`config.mk`:
```
export PLATFORM = sky130hd
export DESIGN_NAME = spi_fifo_evt
export DESIGN_NICKNAME = d
export VERILOG_FILES = /design/src/rtl/spi_fifo_evt_pkg.sv /design/src/rtl/spi_fifo_evt_queue.sv /design/src/rtl/spi_fifo_evt_regs.sv /design/src/rtl/spi_fifo_evt.sv
export SDC_FILE = /design/constraint.sdc
export NUM_CORES = 1
export LEC_CHECK = 0
export BUFFER_PORTS_ARGS = -buffer_cell sky130_fd_sc_hd__buf_2
export CAP_MARGIN = 25
export CORE_MARGIN = 5
export CORE_UTILIZATION = 32
export CTS_CLUSTER_DIAMETER = 120
export CTS_CLUSTER_SIZE = 16
export DETAILED_ROUTE_END_ITERATION = 8
export GPL_ROUTABILITY_DRIVEN = 0
export GPL_TIMING_DRIVEN = 0
export MAX_ROUTING_LAYER = met4
export PLACE_DENSITY = 0.54
export RECOVER_POWER = 25
export SLEW_MARGIN = 20
export SYNTH_ARGS = -nofsm -noshare
export SYNTH_HDL_FRONTEND = slang
export SYNTH_SLANG_ARGS = --single-unit
```
`constraint.sdc`:
```
create_clock -name clk -period 7.9 [get_ports clk]
set_input_delay 0.395 -clock clk [delete_from_list [all_inputs] [get_ports clk]]
set_output_delay 0.395 -clock clk [all_outputs]
set_load 0.02 [all_outputs]
```
`src/rtl/spi_fifo_evt_pkg.sv`:
```
package spi_fifo_evt_pkg;

    localparam int REG_W  = 32;
    localparam int ADDR_W = 6;

    localparam logic [ADDR_W-1:0] OFS_MODE = 6'h00;
    localparam logic [ADDR_W-1:0] OFS_STAT = 6'h04;
    localparam logic [ADDR_W-1:0] OFS_MASK = 6'h08;
    localparam logic [ADDR_W-1:0] OFS_TXP  = 6'h10;
    localparam logic [ADDR_W-1:0] OFS_RXP  = 6'h14;

    localparam int MD_EN     = 31;
    localparam int MD_LOOP   = 30;
    localparam int TXTH_LSB  = 8;
    localparam int TXTH_W    = 6;
    localparam int RXTH_LSB  = 0;
    localparam int RXTH_W    = 5;

    localparam int RXCNT_LSB = 24;
    localparam int TXCNT_LSB = 16;
    localparam int CNTF_W    = 6;

    localparam int FL_TXE = 15;
    localparam int FL_DON = 14;
    localparam int FL_RXT = 13;
    localparam int FL_RXF = 12;
    localparam int FL_TXT = 11;
    localparam int FL_RNE = 9;
    localparam int FL_TNF = 8;

    localparam int MSK_LSB = 8;
    localparam int MSK_W   = 8;

    typedef struct packed {
        logic              en;
        logic              loop;
        logic [TXTH_W-1:0] tx_th;
        logic [RXTH_W-1:0] rx_th;
    } mode_t;

endpackage

```
`src/rtl/spi_fifo_evt_queue.sv`:
```
module spi_fifo_evt_queue #(
    parameter int DEPTH  = 32,
    parameter int DW     = 8,
    parameter int CW     = $clog2(DEPTH + 1)
) (
    input  logic          clk,
    input  logic          rst_n,
    input  logic          flush,
    input  logic          push,
    input  logic [DW-1:0] push_data,
    input  logic          pop,
    output logic [DW-1:0] head,
    output logic [CW-1:0] count
);
    localparam int AW = (DEPTH > 1) ? $clog2(DEPTH) : 1;
    localparam logic [AW-1:0] LAST = AW'(DEPTH - 1);
    localparam logic [CW-1:0] FULLC = CW'(DEPTH);

    typedef struct packed {
        logic [AW-1:0] wptr;
        logic [AW-1:0] rptr;
        logic [CW-1:0] cnt;
    } qst_t;

    qst_t st_d, st_q;
    logic [DW-1:0] mem_q [DEPTH];
    logic push_ok, pop_ok;

    always_comb begin
        st_d    = st_q;
        push_ok = push && !flush && (st_q.cnt < FULLC);
        pop_ok  = pop && !flush && (st_q.cnt != '0);
        if (push_ok) begin
            st_d.wptr = (st_q.wptr == LAST) ? '0 : st_q.wptr + 1'b1;
        end
        if (pop_ok) begin
            st_d.rptr = (st_q.rptr == LAST) ? '0 : st_q.rptr + 1'b1;
        end
        case ({push_ok, pop_ok})
            2'b10:   st_d.cnt = st_q.cnt + 1'b1;
            2'b01:   st_d.cnt = st_q.cnt - 1'b1;
            default: st_d.cnt = st_q.cnt;
        endcase
        if (flush) begin
            st_d = '0;
        end
    end

    always_ff @(posedge clk or negedge rst_n) begin
        if (!rst_n) begin
            st_q <= '0;
        end else begin
            st_q <= st_d;
        end
    end

    always_ff @(posedge clk) begin
        if (push_ok) begin
            mem_q[st_q.wptr] <= push_data;
        end
    end

    assign head  = mem_q[st_q.rptr];
    assign count = st_q.cnt;

    // occupancy never exceeds the depth
    p_no_overflow_r3: assert property (@(posedge clk) disable iff (!rst_n)
        st_q.cnt <= FULLC);

    // a lone push into a full queue leaves the count unchanged
    p_full_push_ignored_r3: assert property (@(posedge clk) disable iff (!rst_n)
        (st_q.cnt == FULLC && push && !pop && !flush) |=> $stable(st_q.cnt));

    // a lone pop from an empty queue leaves the count unchanged
    p_empty_pop_ignored_r4: assert property (@(posedge clk) disable iff (!rst_n)
        (st_q.cnt == '0 && pop && !push) |=> (st_q.cnt == '0));

    // flush empties the queue on the next cycle
    p_flush_empties_r10: assert property (@(posedge clk) disable iff (!rst_n)
        flush |=> (st_q.cnt == '0));

endmodule

```
`src/rtl/spi_fifo_evt_regs.sv`:
```
module spi_fifo_evt_regs
    import spi_fifo_evt_pkg::*;
#(
    parameter int DEPTH = 32,
    parameter int DW    = 8,
    parameter int CW    = $clog2(DEPTH + 1)
) (
    input  logic              clk,
    input  logic              rst_n,
    input  logic              bus_sel,
    input  logic              bus_wr,
    input  logic [ADDR_W-1:0] bus_addr,
    input  logic [REG_W-1:0]  bus_wdata,
    output logic [REG_W-1:0]  bus_rdata,
    input  logic [CW-1:0]     tx_cnt,
    input  logic [CW-1:0]     rx_cnt,
    input  logic [DW-1:0]     rx_head,
    input  logic              eng_done,
    output logic              en_o,
    output logic              loop_o,
    output logic              tx_push,
    output logic              rx_pop,
    output logic              flush,
    output logic              irq
);
    localparam logic [CW-1:0] FULLC = CW'(DEPTH);

    typedef struct packed {
        mode_t            mode;
        logic [MSK_W-1:0] mask;
        logic             don;
        logic             rxt;
        logic             txt;
        logic             rx_hi;
        logic             tx_lo;
    } rst_t;

    rst_t st_d, st_q;
    logic wr_hit, rd_hit, wr_stat;
    logic rx_hi, tx_lo;
    logic [REG_W-1:0] stat_view, mode_view, mask_view;

    always_comb begin
        wr_hit  = bus_sel && bus_wr;
        rd_hit  = bus_sel && !bus_wr;
        wr_stat = wr_hit && (bus_addr == OFS_STAT);
        rx_hi   = st_q.mode.en && ({{(CW-RXTH_W){1'b0}}, st_q.mode.rx_th} < rx_cnt);
        tx_lo   = st_q.mode.en && (tx_cnt < CW'(st_q.mode.tx_th));

        stat_view = '0;
        stat_view[RXCNT_LSB +: CNTF_W] = CNTF_W'(rx_cnt);
        stat_view[TXCNT_LSB +: CNTF_W] = CNTF_W'(tx_cnt);
        stat_view[FL_TXE] = (tx_cnt == '0);
        stat_view[FL_DON] = st_q.don;
        stat_view[FL_RXT] = st_q.rxt;
        stat_view[FL_RXF] = (rx_cnt == FULLC);
        stat_view[FL_TXT] = st_q.txt;
        stat_view[FL_RNE] = (rx_cnt != '0);
        stat_view[FL_TNF] = (tx_cnt != FULLC);

        mode_view = '0;
        mode_view[MD_EN]   = st_q.mode.en;
        mode_view[MD_LOOP] = st_q.mode.loop;
        mode_view[TXTH_LSB +: TXTH_W] = st_q.mode.tx_th;
        mode_view[RXTH_LSB +: RXTH_W] = st_q.mode.rx_th;

        mask_view = '0;
        mask_view[MSK_LSB +: MSK_W] = st_q.mask;

        st_d       = st_q;
        st_d.rx_hi = rx_hi;
        st_d.tx_lo = tx_lo;

        if (wr_stat) begin
            if (bus_wdata[FL_DON]) st_d.don = 1'b0;
            if (bus_wdata[FL_RXT]) st_d.rxt = 1'b0;
            if (bus_wdata[FL_TXT]) st_d.txt = 1'b0;
        end
        if (rx_hi && !st_q.rx_hi) st_d.rxt = 1'b1;
        if (tx_lo && !st_q.tx_lo) st_d.txt = 1'b1;
        if (eng_done && st_q.mode.en) st_d.don = 1'b1;
        if (!st_q.mode.en) begin
            st_d.don = 1'b0;
            st_d.rxt = 1'b0;
            st_d.txt = 1'b0;
        end

        if (wr_hit && bus_addr == OFS_MODE) begin
            st_d.mode.en    = bus_wdata[MD_EN];
            st_d.mode.loop  = bus_wdata[MD_LOOP];
            st_d.mode.tx_th = bus_wdata[TXTH_LSB +: TXTH_W];
            st_d.mode.rx_th = bus_wdata[RXTH_LSB +: RXTH_W];
        end
        if (wr_hit && bus_addr == OFS_MASK) begin
            st_d.mask = bus_wdata[MSK_LSB +: MSK_W];
        end

        tx_push = wr_hit && (bus_addr == OFS_TXP);
        rx_pop  = rd_hit && (bus_addr == OFS_RXP);

        bus_rdata = '0;
        if (rd_hit) begin
            case (bus_addr)
                OFS_MODE: bus_rdata = mode_view;
                OFS_STAT: bus_rdata = stat_view;
                OFS_MASK: bus_rdata = mask_view;
                OFS_RXP:  bus_rdata = (rx_cnt == '0) ? '0 : REG_W'(rx_head);
                default:  bus_rdata = '0;
            endcase
        end
    end

    always_ff @(posedge clk or negedge rst_n) begin
        if (!rst_n) begin
            st_q <= '0;
        end else begin
            st_q <= st_d;
        end
    end

    assign en_o   = st_q.mode.en;
    assign loop_o = st_q.mode.loop;
    assign flush  = !st_q.mode.en;
    assign irq    = |(stat_view & mask_view);

    // an all-zero mask keeps the interrupt low
    p_mask_zero_no_irq_r9: assert property (@(posedge clk) disable iff (!rst_n)
        (st_q.mask == '0) |-> !irq);

    // done while enabled is recorded
    p_done_sets_r7: assert property (@(posedge clk) disable iff (!rst_n)
        (eng_done && st_q.mode.en) |=> st_q.don);

    // write-1 clears done when no new done arrives
    p_w1c_done_r8: assert property (@(posedge clk) disable iff (!rst_n)
        (wr_stat && bus_wdata[FL_DON] && !eng_done) |=> !st_q.don);

    // receive threshold event holds until cleared or disabled
    p_rxt_sticky_r6: assert property (@(posedge clk) disable iff (!rst_n)
        (st_q.rxt && st_q.mode.en && !(wr_stat && bus_wdata[FL_RXT])) |=> st_q.rxt);

    // sticky events are clear one cycle into a disabled period
    p_disabled_clear_r10: assert property (@(posedge clk) disable iff (!rst_n)
        !st_q.mode.en |=> !(st_q.don || st_q.rxt || st_q.txt));

endmodule

```
`src/rtl/spi_fifo_evt.sv`:
```
module spi_fifo_evt
    import spi_fifo_evt_pkg::*;
#(
    parameter int DEPTH = 32,
    parameter int DW    = 8
) (
    input  logic              clk,
    input  logic              rst_n,
    input  logic              bus_sel,
    input  logic              bus_wr,
    input  logic [ADDR_W-1:0] bus_addr,
    input  logic [REG_W-1:0]  bus_wdata,
    output logic [REG_W-1:0]  bus_rdata,
    output logic              irq,
    output logic              ctl_en,
    output logic              ctl_loop,
    output logic              eng_tx_valid,
    output logic [DW-1:0]     eng_tx_data,
    input  logic              eng_tx_pop,
    input  logic              eng_rx_push,
    input  logic [DW-1:0]     eng_rx_data,
    input  logic              eng_done
);
    localparam int CW = $clog2(DEPTH + 1);

    logic [CW-1:0] tx_cnt, rx_cnt;
    logic [DW-1:0] rx_head;
    logic tx_push, rx_pop, flush;

    spi_fifo_evt_regs #(.DEPTH(DEPTH), .DW(DW), .CW(CW)) regs_i (
        .clk       (clk),
        .rst_n     (rst_n),
        .bus_sel   (bus_sel),
        .bus_wr    (bus_wr),
        .bus_addr  (bus_addr),
        .bus_wdata (bus_wdata),
        .bus_rdata (bus_rdata),
        .tx_cnt    (tx_cnt),
        .rx_cnt    (rx_cnt),
        .rx_head   (rx_head),
        .eng_done  (eng_done),
        .en_o      (ctl_en),
        .loop_o    (ctl_loop),
        .tx_push   (tx_push),
        .rx_pop    (rx_pop),
        .flush     (flush),
        .irq       (irq)
    );

    spi_fifo_evt_queue #(.DEPTH(DEPTH), .DW(DW), .CW(CW)) txq_i (
        .clk       (clk),
        .rst_n     (rst_n),
        .flush     (flush),
        .push      (tx_push),
        .push_data (bus_wdata[DW-1:0]),
        .pop       (eng_tx_pop),
        .head      (eng_tx_data),
        .count     (tx_cnt)
    );

    spi_fifo_evt_queue #(.DEPTH(DEPTH), .DW(DW), .CW(CW)) rxq_i (
        .clk       (clk),
        .rst_n     (rst_n),
        .flush     (flush),
        .push      (eng_rx_push),
        .push_data (eng_rx_data),
        .pop       (rx_pop),
        .head      (rx_head),
        .count     (rx_cnt)
    );

    assign eng_tx_valid = ctl_en && (tx_cnt != '0);

    // the engine is never offered a byte while disabled
    p_tx_valid_needs_en_r3: assert property (@(posedge clk) disable iff (!rst_n)
        eng_tx_valid |-> ctl_en);

    // counts are zero one cycle into a disabled period
    p_disabled_empty_r10: assert property (@(posedge clk) disable iff (!rst_n)
        !ctl_en |=> (tx_cnt == '0 && rx_cnt == '0));

endmodule

```
# After elaboration in Yosys (flattened, before gate mapping)
# Memory sizes are Yosys's and may differ from the RTL's.
# Cells that the tools add are included.
# totals
ff_bits	58
ramBits	512
inputBits	53
output_inout_bits	44
wordCells	117
mem_count	2
# op_classes
n_addsub	8
n_lt_le_gt_ge	4
eq_ne	26
n_mux	27
bitwise	1
reduce_logical	33
# memory_table
memory	words	word_bits	rd	rd_clocked_by_memory_dff	wr	line_no	source
rxq_i.mem_q	32	8	1	0	1	spi_fifo_evt_queue.sv:26	logic [DW-1:0] mem_q [DEPTH];
txq_i.mem_q	32	8	1	0	1	spi_fifo_evt_queue.sv:26	
# ops
op	count
$pmux W32 S4	1
$mux W5	8
$mux W16	2
$mux W32	1
$reduce_or A32 Y1	1
$and A30 B16 Y30	1
$pmux W6 S2	2
$logic_and A1 B1 Y1	21
$add A5 B1 Y5 const B	4
$eq A5 B5 Y1 const B	4
$logic_not A6 Y1	3
$ne A3 B3 Y1 const B	6
$add A6 B1 Y6 const B	2
$eq A6 B5 Y1 const B	2
$lt A6 B6 Y1 const B	2
$reduce_bool A6 Y1	2
$sub A6 B1 Y6 const B	2
$mux W1	10
$mux W8	1
$ne A2 B1 Y1 const B	4
$eq A6 B3 Y1 const B	1
$eq A6 B4 Y1 const B	1
$eq A6 B6 Y1 const B	1
$lt A5 B6 Y1	1
8 further kinds	16

# Depth between registers and ports, before layout
# Gate-level depths: netlist (run 1).
# depth
depth_word	8
ltp_mapped	12

# Cells and area by module
# From an unflattened synthesis (run 1), not the netlist that was laid out.
# hier_totals
hier_cells	1270
area_unflattened_um2	23824.1
# modules_own_cells
mod	n_inst	cells_per_inst	area_per_inst_um2	seq_area_each_um2
spi_fifo_evt_queue at txq_i	1	541	11005.6	8087.8
spi_fifo_evt_queue at rxq_i	1	541	10988.0	8087.8
spi_fifo_evt_regs	1	186	1814.2	650.6
spi_fifo_evt	1	2	16.3	0.0

# Worst setup path after synthesis (run 1)
# Ideal clock, no wire load.
# synth_path
path_kind	input to register
startpoint	input port bus_addr[1]
endpoint	register txq_i.st_q (netlist bit txq_i.count[4])
setup_time_ns	0.129
arrival_ns	2.823
setup_slack_ns	4.948
path_stages	11
cell_sequence	or4_4 or3_1 buf_6 and4_4 xor2_1 ha_1 o211a_1 a31o_1 a31oi_2 xor2_1 o22ai_1
# synth_via
elab_chain_len	7
elab_cells_between_ends	9
cone_classes	eq/ne: 4; mux: 2; reduce/logical: 3
# synth_rtl
item	line_no	source
start: declaration	spi_fifo_evt.sv:11	input logic [ADDR_W-1:0] bus_addr,
$eq A6 B5 Y1 *	spi_fifo_evt_regs.sv:98	tx_push = wr_hit && (bus_addr == OFS_TXP);
$logic_and A1 B1 Y1 *	spi_fifo_evt_regs.sv:98	
$logic_and A1 B1 Y1 * (2 in series)	spi_fifo_evt_queue.sv:31	push_ok = push && !flush && (st_q.cnt < FULLC);
$eq A2 B1 Y1 / $eq A2 B2 Y1 (equally long branches)	spi_fifo_evt_queue.sv:39	case ({push_ok, pop_ok})
$pmux W6 S2	spi_fifo_evt_queue.sv:39	
$mux W16	spi_fifo_evt_queue.sv:44	if (flush) begin
end signal: assignment	spi_fifo_evt_queue.sv:53	st_q <= st_d;
end: declaration	spi_fifo_evt_queue.sv:25	qst_t st_d, st_q;
# Every way passes the cells marked *; elsewhere a longest branch is shown, timed or not.
# A chain may end at the register's enable or synchronous reset.

# Worst setup path in the final report (run 1)
# layout_path
startpoint	register rxq_i.st_q[7] (netlist name)
endpoint	output port bus_rdata[3]
# layout_via
elab_chain_len	4
# layout_rtl
item	line_no	source
start: declaration	spi_fifo_evt_queue.sv:25	
start signal: assignment	spi_fifo_evt_queue.sv:53	
$mem_v2 Z32 W8	-	
$mux W8	spi_fifo_evt_regs.sv:107	OFS_RXP: bus_rdata = (rx_cnt == '0) ? '0 : REG_W'(rx_head);
$pmux W32 S4	spi_fifo_evt_regs.sv:103	case (bus_addr)
$mux W32	spi_fifo_evt_regs.sv:102	if (rd_hit) begin
end: declaration	spi_fifo_evt.sv:13	output logic [REG_W-1:0] bus_rdata,
# No other way between the ends.

==> impl_metrics.csv, run 1 <==
group,metric,value,unit
floorplanning,dieHeight,281,um
drt,drt_iter0_markers,1106,
hold_path,hp-start,"bus_wdata[10]",
sta,holdWs,0.0408,ns
clock_tree,h-tree-depth,2,
synth,synth_seq_cells,570,
sta,finalHoldViolations,0,
drt,wl_met2,27600,um
status,violations,"capacitance limit, slew limit",
synth,avgSynthCellArea,18.5,um2
setup_path,r2r_cells,11,
place,port-buffer-count,79,
finish,seq_area,16800,um2
setup_path,path_max_fanout,10,
synth,synth_edf_count,512,
clock_tree,clock_latency,0.59,ns
hold_path,hold_class,"primary input to flop",
setup_path,r2r-start,"txq_i.count[1]$_DFFE_PN0P_",
drt,num_vias,12380,
synth,synth_warnings,0,
floorplanning,coreArea,72800,um2
finish,area_delta_synth_final,11.8,%
setup_path,start_kind,"flop",
setup_path,required,7.51,ns
clock_tree,root_buffer,"clkbuf_16",
setup_path,cp-startpoint,"rxq_i.st_q[7]$_DFFE_PN0P_",
synth,synth_top_area_share,65.5,%
synth,syn_area,23500,um2
finish,fill_cells,6831,
drt,wl_met3,2690,um
run,maxCapViolCount,7,
setup_path,critical_path_class,"flop to output port",
grt,first_global_vias,12287,
clock_tree,numCtsBuffers,41,
synth,synth.most_common_cell,"edfxtp_1",
grt,overflow,0,
synth,netlist_instances,1268,
floorplanning,design.die.area,78900,um2
setup_path,r2r_slack,4.71,ns
sta,min_period_over_period,57.0,%
synth,ys_seq_area_share,71.7,%
floorplanning,die_x,281,um
drt,routed_via_density,5.22,
finish,drive_above_1_share,22.8,%
sta,finClkSkew,0.0266,ns
sta,maxSlewViolCount,233,
pwr,ir_drop,213,uV
setup_path,reg2reg_to,"txq_i.count[4]$_DFFE_PN0P_",
setup_path,arrival,4.11,ns
synth,synthArstFlopShare,10.2,%
sta,grt_setup_unrepaired,"no",
drt,top_layer_used,"met4",
pwr,power_density,261,nW/um2
drt,drt.antenna.violating_nets,0,
grt,grt_pass1_wl,83600,um
setup_path,crit_path_end_kind,"output port",
drt,drc,0,
sta,period_needed,4.50,ns
synth,synth_top_cell_by_area,"edfxtp_1",
clock_tree,clk_pin_slew,0.08,ns
finish,fin_nets,1477,
floorplanning,rows,99,
clock_tree,post_cts_buffers,0,
synth,synth_ff_type,"edfxtp_1",
sta,final-setup-viol-count,0,
sta,worst_slew_margin_rel,-8.26,%
synth,synthTopCellsByCount,"edfxtp_1 (512), mux4_2 (150), nor2_1 (99), dfrtp_1 (58), nand2_1 (58)",
place,hpwl,37800,um
grt,antenna_found_initial,0,
synth,synth_cell_types,61,
pwr,static-leakage-power,8.37,nW
grt,grt_max_degree,35,
sta,max_freq,222,MHz
clock_tree,hold_buffers,1,
drt,routedWlPerCell,23.9,um
clock_tree,cts_tree,"done",
drt,drt_pass1_iterations,5,
floorplanning,num_io_pins,97,
floorplanning,start_util,32.2,%
synth,synthTopCellsByArea,"edfxtp_1 (65%), mux4_2 (14%), dfrtp_1 (6.2%), nor2_1 (1.6%), ha_1 (1.5%)",
drt,wl_met1,25500,um
clock_tree,cts_resized,0,
status,status,"finished with violations",
grt,grt.total_usage,14.5,%
sta,setup-tns-final,0,ns
drt,wl,56600,um
hold_path,hold_path_end,"regs_i.mode_view[10]$_DFFE_PN0P_",
hold_path,holdPathStages,3,
clock_tree,clock-sinks,570,
clock_tree,cts_buffer_depth,3,
finish,multi_input_area,6290,um2
sta,worstMarginPinSlew,1.62,ns
-- critical path, stage by stage (launching register included) --
cell and delay [ns]:
dfrtp_1 0.45, buf_1 0.65, clkbuf_1 0.77, mux4_2 0.40, a22oi_1 0.10, a21oi_1 0.24
a21oi_1 0.07, o21ai_0 0.55, buf_2 0.29
-- worst max path at each step --
stage,end,cells after the start
CTS,bus_rdata[3],8
global route,bus_rdata[3],8
detailed placement,bus_rdata[3],8
global placement,bus_rdata[3],8
floorplan,txq_i.count[4]$_DFFE_PN0P_,11
finish,bus_rdata[3],8
-- power by group --
part	switching, W	internal, W
Sequential	0.000109	0.00340
Combinational	0.000784	0.000602
Clock	0.00101	0.000959
Total	0.00190	0.00496
-- routing by layer --
metal,vias up,track usage (%)
li1,5356,-
met3,64,1.71
met5,-,-
met1,6608,20.7
met4,0,2.65
met2,352,22.9
-- cells by family after synthesis --
logic type	after synthesis	synth area share [%]
simple gates	267	5.55
other cells	1	0.0160
compound gates	128	3.55
flops	570	71.7
fa+ha+maj	29	1.55
xor+xnor	8	0.298
buf+inv	85	1.58
mux	180	15.8
-- flip-flops by register name, indices dropped and copies added, names as in the netlist --
register / flops
txq_i.mem_q: 256
regs_i.mode_view: 11
rxq_i.count: 6
regs_i.loop_o: 1
regs_i.mask_view: 8
rxq_i.mem_q: 256
regs_i.st_q: 5
regs_i.en_o: 1
rxq_i.st_q: 10
txq_i.st_q: 10
txq_i.count: 6
-- metrics by stage --
stage / instance area (um2) / std cells / utilization [%] / total power, W / setup WS [ns]
floorplan: 23500 / 1269 / - / 0.00447 / 4.95
global placement: 25100 / 2307 / 34.4 / 0.00496 / 3.91
global route: 26200 / 2370 / 36.0 / 0.00713 / 3.28
finish: 26200 / 2371 / 36.0 / 0.00686 / 3.40
CTS: 26300 / 2370 / 36.0 / 0.00693 / 3.31
detailed placement: 25100 / 2310 / 34.5 / 0.00498 / 3.94
-- cell usage in the layout, fill, tap and decap left out, drive strengths merged, types with 27 or more instances in the layout --
master,count
clkbuf,107
edfxtp,512
a21oi,38
nor2,99
nand2,58
dfrtp,58
ha,29
mux4,150
o21ai,27
buf,96
-- area by class of cell --
| type | instances | share of cell area (%) |
|---|---|---|
| sequential | 570 | 64.1 |
| buffer | 66 | 1.14 |
| clock inverter | 4 | 0.191 |
| timing repair buffer | 83 | 1.62 |
| multi-input combinational | 614 | 24.0 |
| tap | 959 | 4.57 |
| inverter | 19 | 0.272 |
| antenna | 1 | 0.00954 |
| clock buffer | 55 | 4.11 |
Power figures use the tool's default switching activity.
==> run 2: changes to the inputs <==
- PLACE_DENSITY: 0.54 -> 0.56
- clock period: 7.9 -> 3.9 ns (I/O delays scaled with it)
==> run 2 against run 1 <==
The run still ends with capacitance limit, slew limit left. Clock power up 110%. Die area unchanged. Cell area up 0.70%. Largest cell class unchanged. Critical path depth up 1. Global-route usage down 0.078 points. Setup slack worse by 3.3 ns. Sequential power up 100%. Clock-buffer cell count up 1. Final cell count up 0.51%. Combinational power up 100%. Routed wire length down 0.51%.
==> impl_metrics.csv, run 2 (synthesis gave the netlist of run 1 again) <==
group,metric,value,unit
pwr,power_density,531,nW/um2
drt,num_vias,12280,
setup_path,crit_chain,"clkbuf_1 -> clkbuf_4 -> clkbuf_4 -> mux4_2 -> a22oi_1 -> nand2_1 -> a21oi_1 -> o21ai_0 -> buf_2",
setup_path,reg2reg_to,"txq_i.count[4]$_DFFE_PN0P_",
setup_path,worstSetupPathDepth,9,
sta,period_needed,3.75,ns
pwr,ir_drop,396,uV
clock_tree,clock_latency,0.58,ns
floorplanning,rows,99,
sta,max_freq,266,MHz
setup_path,path_delay_family,"buffers and inverters",
setup_path,arrival,3.56,ns
setup_path,path_max_fanout,10,
grt,grt_pass1_wl,83100,um
grt,first_global_vias,12560,
setup_path,critical_path_class,"flop to output port",
setup_path,cpPeakStageDelay,0.54,ns
hold_path,hold_path_end,"txq_i.st_q[15]$_DFFE_PN0P_",
run,maxCapViolCount,5,
setup_path,r2r_cells,11,
finish,seq_area,16800,um2
drt,routed_via_density,5.15,
finish,utilization,36.3,%
hold_path,hp-start,"bus_addr[5]",
clock_tree,post_cts_buffers,0,
setup_path,slowest_stage,"mux4_2",
hold_path,holdPathStages,5,
sta,finClkSkew,0.0298,ns
drt,drt_iter0_markers,1190,
clock_tree,clock-sinks,570,
finish,multi_input_area,6290,um2
floorplanning,num_io_pins,97,
sta,finalHoldViolations,0,
finish,fill_cells,6796,
pwr,power,0.0140,W
grt,grt_max_degree,59,
finish,fin_nets,1489,
setup_path,r2r_slack,0.70,ns
setup_path,crit_path_end_kind,"output port",
floorplanning,coreArea,72800,um2
sta,grt_setup_unrepaired,"no",
finish,drive_above_1_share,23.1,%
drt,wl_met1,24900,um
drt,wl,56300,um
clock_tree,root_buffer,"clkbuf_16",
floorplanning,die_x,281,um
sta,maxSlewViolCount,133,
drt,wl_met3,3030,um
setup_path,required,3.70,ns
setup_path,critPathBufInv,4,
hold_path,hold_class,"primary input to flop",
clock_tree,h-tree-depth,2,
place,hpwl,37600,um
drt,drt_pass1_iterations,5,
floorplanning,dieHeight,281,um
sta,worst_slew_margin_rel,-8.42,%
clock_tree,clk_pin_slew,0.08,ns
setup_path,crit_path_frequent_cell,"clkbuf_4",
finish,antenna_cells,0,
clock_tree,cts_buffer_depth,3,
setup_path,start_kind,"flop",
finish,layout_commonest_cell,"edfxtp_1",
sta,min_period_over_period,96.3,%
grt,grt.total_usage,14.4,%
grt,overflow,0,
pwr,static-leakage-power,8.46,nW
grt,antenna_found_initial,0,
clock_tree,numCtsBuffers,41,
sta,setup-tns-final,0,ns
status,status,"finished with violations",
finish,area_delta_synth_final,12.5,%
drt,top_layer_used,"met4",
place,port-buffer-count,79,
drt,routedWlPerCell,23.6,um
status,violations,"capacitance limit, slew limit",
finish,final_cell_mix,"edfxtp_1 (512), mux4_2 (150), nor2_1 (98)",
drt,drt.antenna.violating_nets,0,
setup_path,r2r-start,"txq_i.count[1]$_DFFE_PN0P_",
finish,design_area,26400,um2
clock_tree,cts_tree,"done",
place,place_area,25100,um2
drt,drc,0,
floorplanning,design.die.area,78900,um2
drt,wl_met2,27600,um
sta,final-setup-viol-count,0,
sta,worstMarginPinSlew,1.63,ns
floorplanning,start_util,32.2,%
## run 2: final cells by class
type,count,share of cell area [%]
Timing Repair Buffer,95,2.08
Clock buffer,56,4.18
Inverter,19,0.270
Multi-Input combinational cell,614,23.8
Buffer,66,1.19
Clock inverter,4,0.265
Tap cell,959,4.54
Sequential cell,570,63.7
## run 2: where the power goes
group / internal, W / switching (W) / total, W / leakage [nW]
sequential: 0.00688 / 0.000205 / 0.00708 / 5.34
combinational: 0.00124 / 0.00160 / 0.00284 / 2.56
clock: 0.00205 / 0.00206 / 0.00411 / 0.566
## run 2: how the worst max path moves through the flow
stage	start	end	slack, ns
finish	rxq_i.st_q[6]$_DFFE_PN0P_	bus_rdata[2]	0.15
global route	txq_i.st_q[6]$_DFFE_PN0P_	eng_tx_data[4]	0.04
CTS	rxq_i.st_q[6]$_DFFE_PN0P_	bus_rdata[2]	0.04
detailed placement	rxq_i.st_q[7]$_DFFE_PN0P_	bus_rdata[2]	0.33
global placement	rxq_i.st_q[7]$_DFFE_PN0P_	bus_rdata[3]	0.41
floorplan	txq_i.count[1]$_DFFE_PN0P_	txq_i.count[4]$_DFFE_PN0P_	1.00
## run 2: tightest hold or removal path: cells and delay by family
kind / cells / cell delay (ns)
buf+inv: 1 / 0.08
simple gates: 4 / 0.38
## run 2: routing by layer
layer	vias up	GRT usage, %
met4	0	2.62
met1	6518	19.8
met3	57	2.18
met2	344	23.3
met5	-	-
li1	5361	-
## run 2: what timing repair did
item                                   4_1_cts  5_1_grt
hold buffers                                15        0
setup endpoints to repair                   13        5
endpoints found under the hold margin       80        0
gates resized for setup                      7        3
## run 2: through the flow
stage / hold slack, ns / worst slack [ns] / std cells
floorplan: -0.101 / 1.00 / 1269
global placement: 0.420 / 0.411 / 2307
detailed placement: 0.333 / 0.328 / 2307
CTS: 0.0940 / 0.0414 / 2382
global route: 0.165 / 0.0391 / 2383
finish: 0.121 / 0.146 / 2383
==> run 3: changes to the inputs <==
- REMOVE_ABC_BUFFERS: not set -> 1
==> run 3 against run 2 <==
The flow still finishes with violations (capacitance limit, slew limit). Non-clock buffer count fell by 57. Fmax rose by 3.0%. Sequential share of layout area rose by 0.36 points. Power fell by 1.6%. Flip-flop and latch count did not move. Setup slack improved by 0.11 ns. Clock power fell by 3%.
==> impl_metrics.csv, run 3 (synthesis gave the netlist of run 1 again) <==
group,metric,value,unit
sta,period_needed,3.64,ns
drt,wl,51700,um
run,maxCapViolCount,6,
floorplanning,coreArea,72800,um2
pwr,clkPwrFrac,28.9,%
clock_tree,h-tree-depth,2,
pwr,power_density,525,nW/um2
drt,drt.antenna.violating_nets,0,
pwr,p_switching,0.00367,W
clock_tree,cts_tree,"done",
finish,fin_nets,1432,
finish,layout_commonest_cell,"edfxtp_1",
floorplanning,dieHeight,281,um
place,hpwl,32600,um
grt,grt_pass1_wl,77300,um
drt,drt_iter0_markers,1179,
pwr,ir_drop,461,uV
setup_path,path_max_fanout,15,
place,port-buffer-count,80,
drt,num_vias,11840,
sta,grt_setup_unrepaired,"no",
pwr,internal_power,0.0101,W
drt,routedWlPerCell,22.2,um
clock_tree,numCtsBuffers,41,
status,status,"finished with violations",
pwr,combPwrFrac,18.5,%
pwr,power,0.0138,W
sta,maxSlewViolCount,166,
finish,drive_above_1_share,23.5,%
grt,first_global_vias,12039,
clock_tree,clock-sinks,570,
grt,grt_max_degree,59,
drt,drc,0,
sta,setup_ws,0.257,ns
setup_path,start_kind,"flop",
sta,finalHoldViolations,0,
setup_path,arrival,3.45,ns
floorplanning,design.die.area,78900,um2
sta,setup-tns-final,0,ns
drt,routed_via_density,5.09,
sta,final-setup-viol-count,0,
sta,max_freq,274,MHz
drt,drt_pass1_iterations,5,
floorplanning,die_x,281,um
grt,grt.total_usage,13.2,%
pwr,seqPwrFrac,52.6,%
floorplanning,rows,99,
sta,min_period_over_period,93.4,%
finish,antenna_cells,0,
finish,final_cell_mix,"edfxtp_1 (512), mux4_2 (150), nor2_1 (99)",
pwr,static-leakage-power,8.36,nW
setup_path,crit_path_end_kind,"output port",
floorplanning,start_util,32.2,%
sta,finClkSkew,0.0135,ns
setup_path,required,3.70,ns
place,place_worst_setup_slack,0.478,ns
sta,worst_slew_margin_rel,-6.16,%
clock_tree,root_buffer,"clkbuf_16",
finish,area_delta_synth_final,12.0,%
pwr,swShare,26.6,%
floorplanning,num_io_pins,97,
hold_path,hold_class,"primary input to flop",
clock_tree,clk_pin_slew,0.08,ns
sta,holdWs,0.107,ns
grt,antenna_found_initial,0,
setup_path,critical_path_class,"flop to output port",
grt,overflow,0,
status,violations,"capacitance limit, slew limit",
clock_tree,cts_buffer_depth,3,
sta,worstMarginPinSlew,1.59,ns
clock_tree,clock_latency,0.57,ns
-- run 3: cell types whose count changed in the layout (fill, tap and decap cells not counted), moves of 3 or more --
cell      previous run  this run
clkbuf_1            59        25
buf_2               79        70
buf_1                6         0
buf_16               0         6
clkbuf_2             5         0
dfrtp_1             58        53
dfrtp_4              0         4
buf_4                5         2
buf_6                3         0
-- run 3: final cells by class --
cell class,count,area (um2)
Multi-Input combinational cell,614,6300
Sequential cell,570,16800
Clock inverter,2,17.5
Clock buffer,58,1130
Inverter,19,71.3
Timing Repair Buffer,104,733
Tap cell,959,1200
Fill cell,6809,46500
-- run 3: final timing paths --
kind                       depth (start not counted)                            to  slack, ns                      start
max in group asynchronous                          2     rxq_i.st_q[7]$_DFFE_PN0P_       3.04                      rst_n
min                                                5    txq_i.st_q[15]$_DFFE_PN0P_       0.11                bus_addr[5]
max                                                6                  bus_rdata[3]       0.26  rxq_i.st_q[8]$_DFFE_PN0P_
min in group asynchronous                          2    txq_i.count[4]$_DFFE_PN0P_       0.24                      rst_n
max reg2reg                                        4  rxq_i.mem_q[16][0]$_DFFE_PP_       0.46    regs_i.en_o$_DFFE_PN0P_
min reg2reg                                        2    regs_i.st_q[3]$_DFFE_PN0P_       0.51   regs_i.st_q[1]$_DFF_PN0_
-- run 3: layer usage --
metal	share of wire, %	vias up	GRT usage, %	wire (um)
met5	0	-	-	0
met4	1.8	0	2.89	937
met3	5.7	67	2.38	2970
met2	49	303	21.2	25400
met1	43	6218	17.9	22300
li1	-	5252	-	-
-- run 3: per-stage QoR --
step	instance area (um2)	utilization (%)	std cells
floorplan	23200	-	1203
global placement	24800	34.0	2242
detailed placement	25000	34.3	2250
CTS	26300	36.1	2325
global route	26300	36.1	2326
finish	26300	36.1	2326
-- run 3: timing repair --
action,CTS,global route
endpoints found under the hold margin,80,0
setup endpoints to repair,0,3
hold buffers,15,0
resized for setup,0,2
buffers inserted,0,1
-- run 3: power groups by stage --
stage          Sequential (W)  Combinational, W  Clock [W]
2_1_floorplan         0.00740           0.00164          0
3_3_place_gp          0.00765           0.00233          0
3_5_place_dp          0.00741           0.00257          0
4_1_cts               0.00728           0.00259    0.00412
5_1_grt               0.00731           0.00276    0.00435
6_report              0.00726           0.00255    0.00399
-- run 3: worst max-delay path: stages (launching register included) --
cell,delay (ns)
dfrtp_1,0.62
nor2_1,0.83
a22oi_1,0.23
nand2_1,0.19
a21oi_1,0.08
o21ai_0,0.63
buf_2,0.29
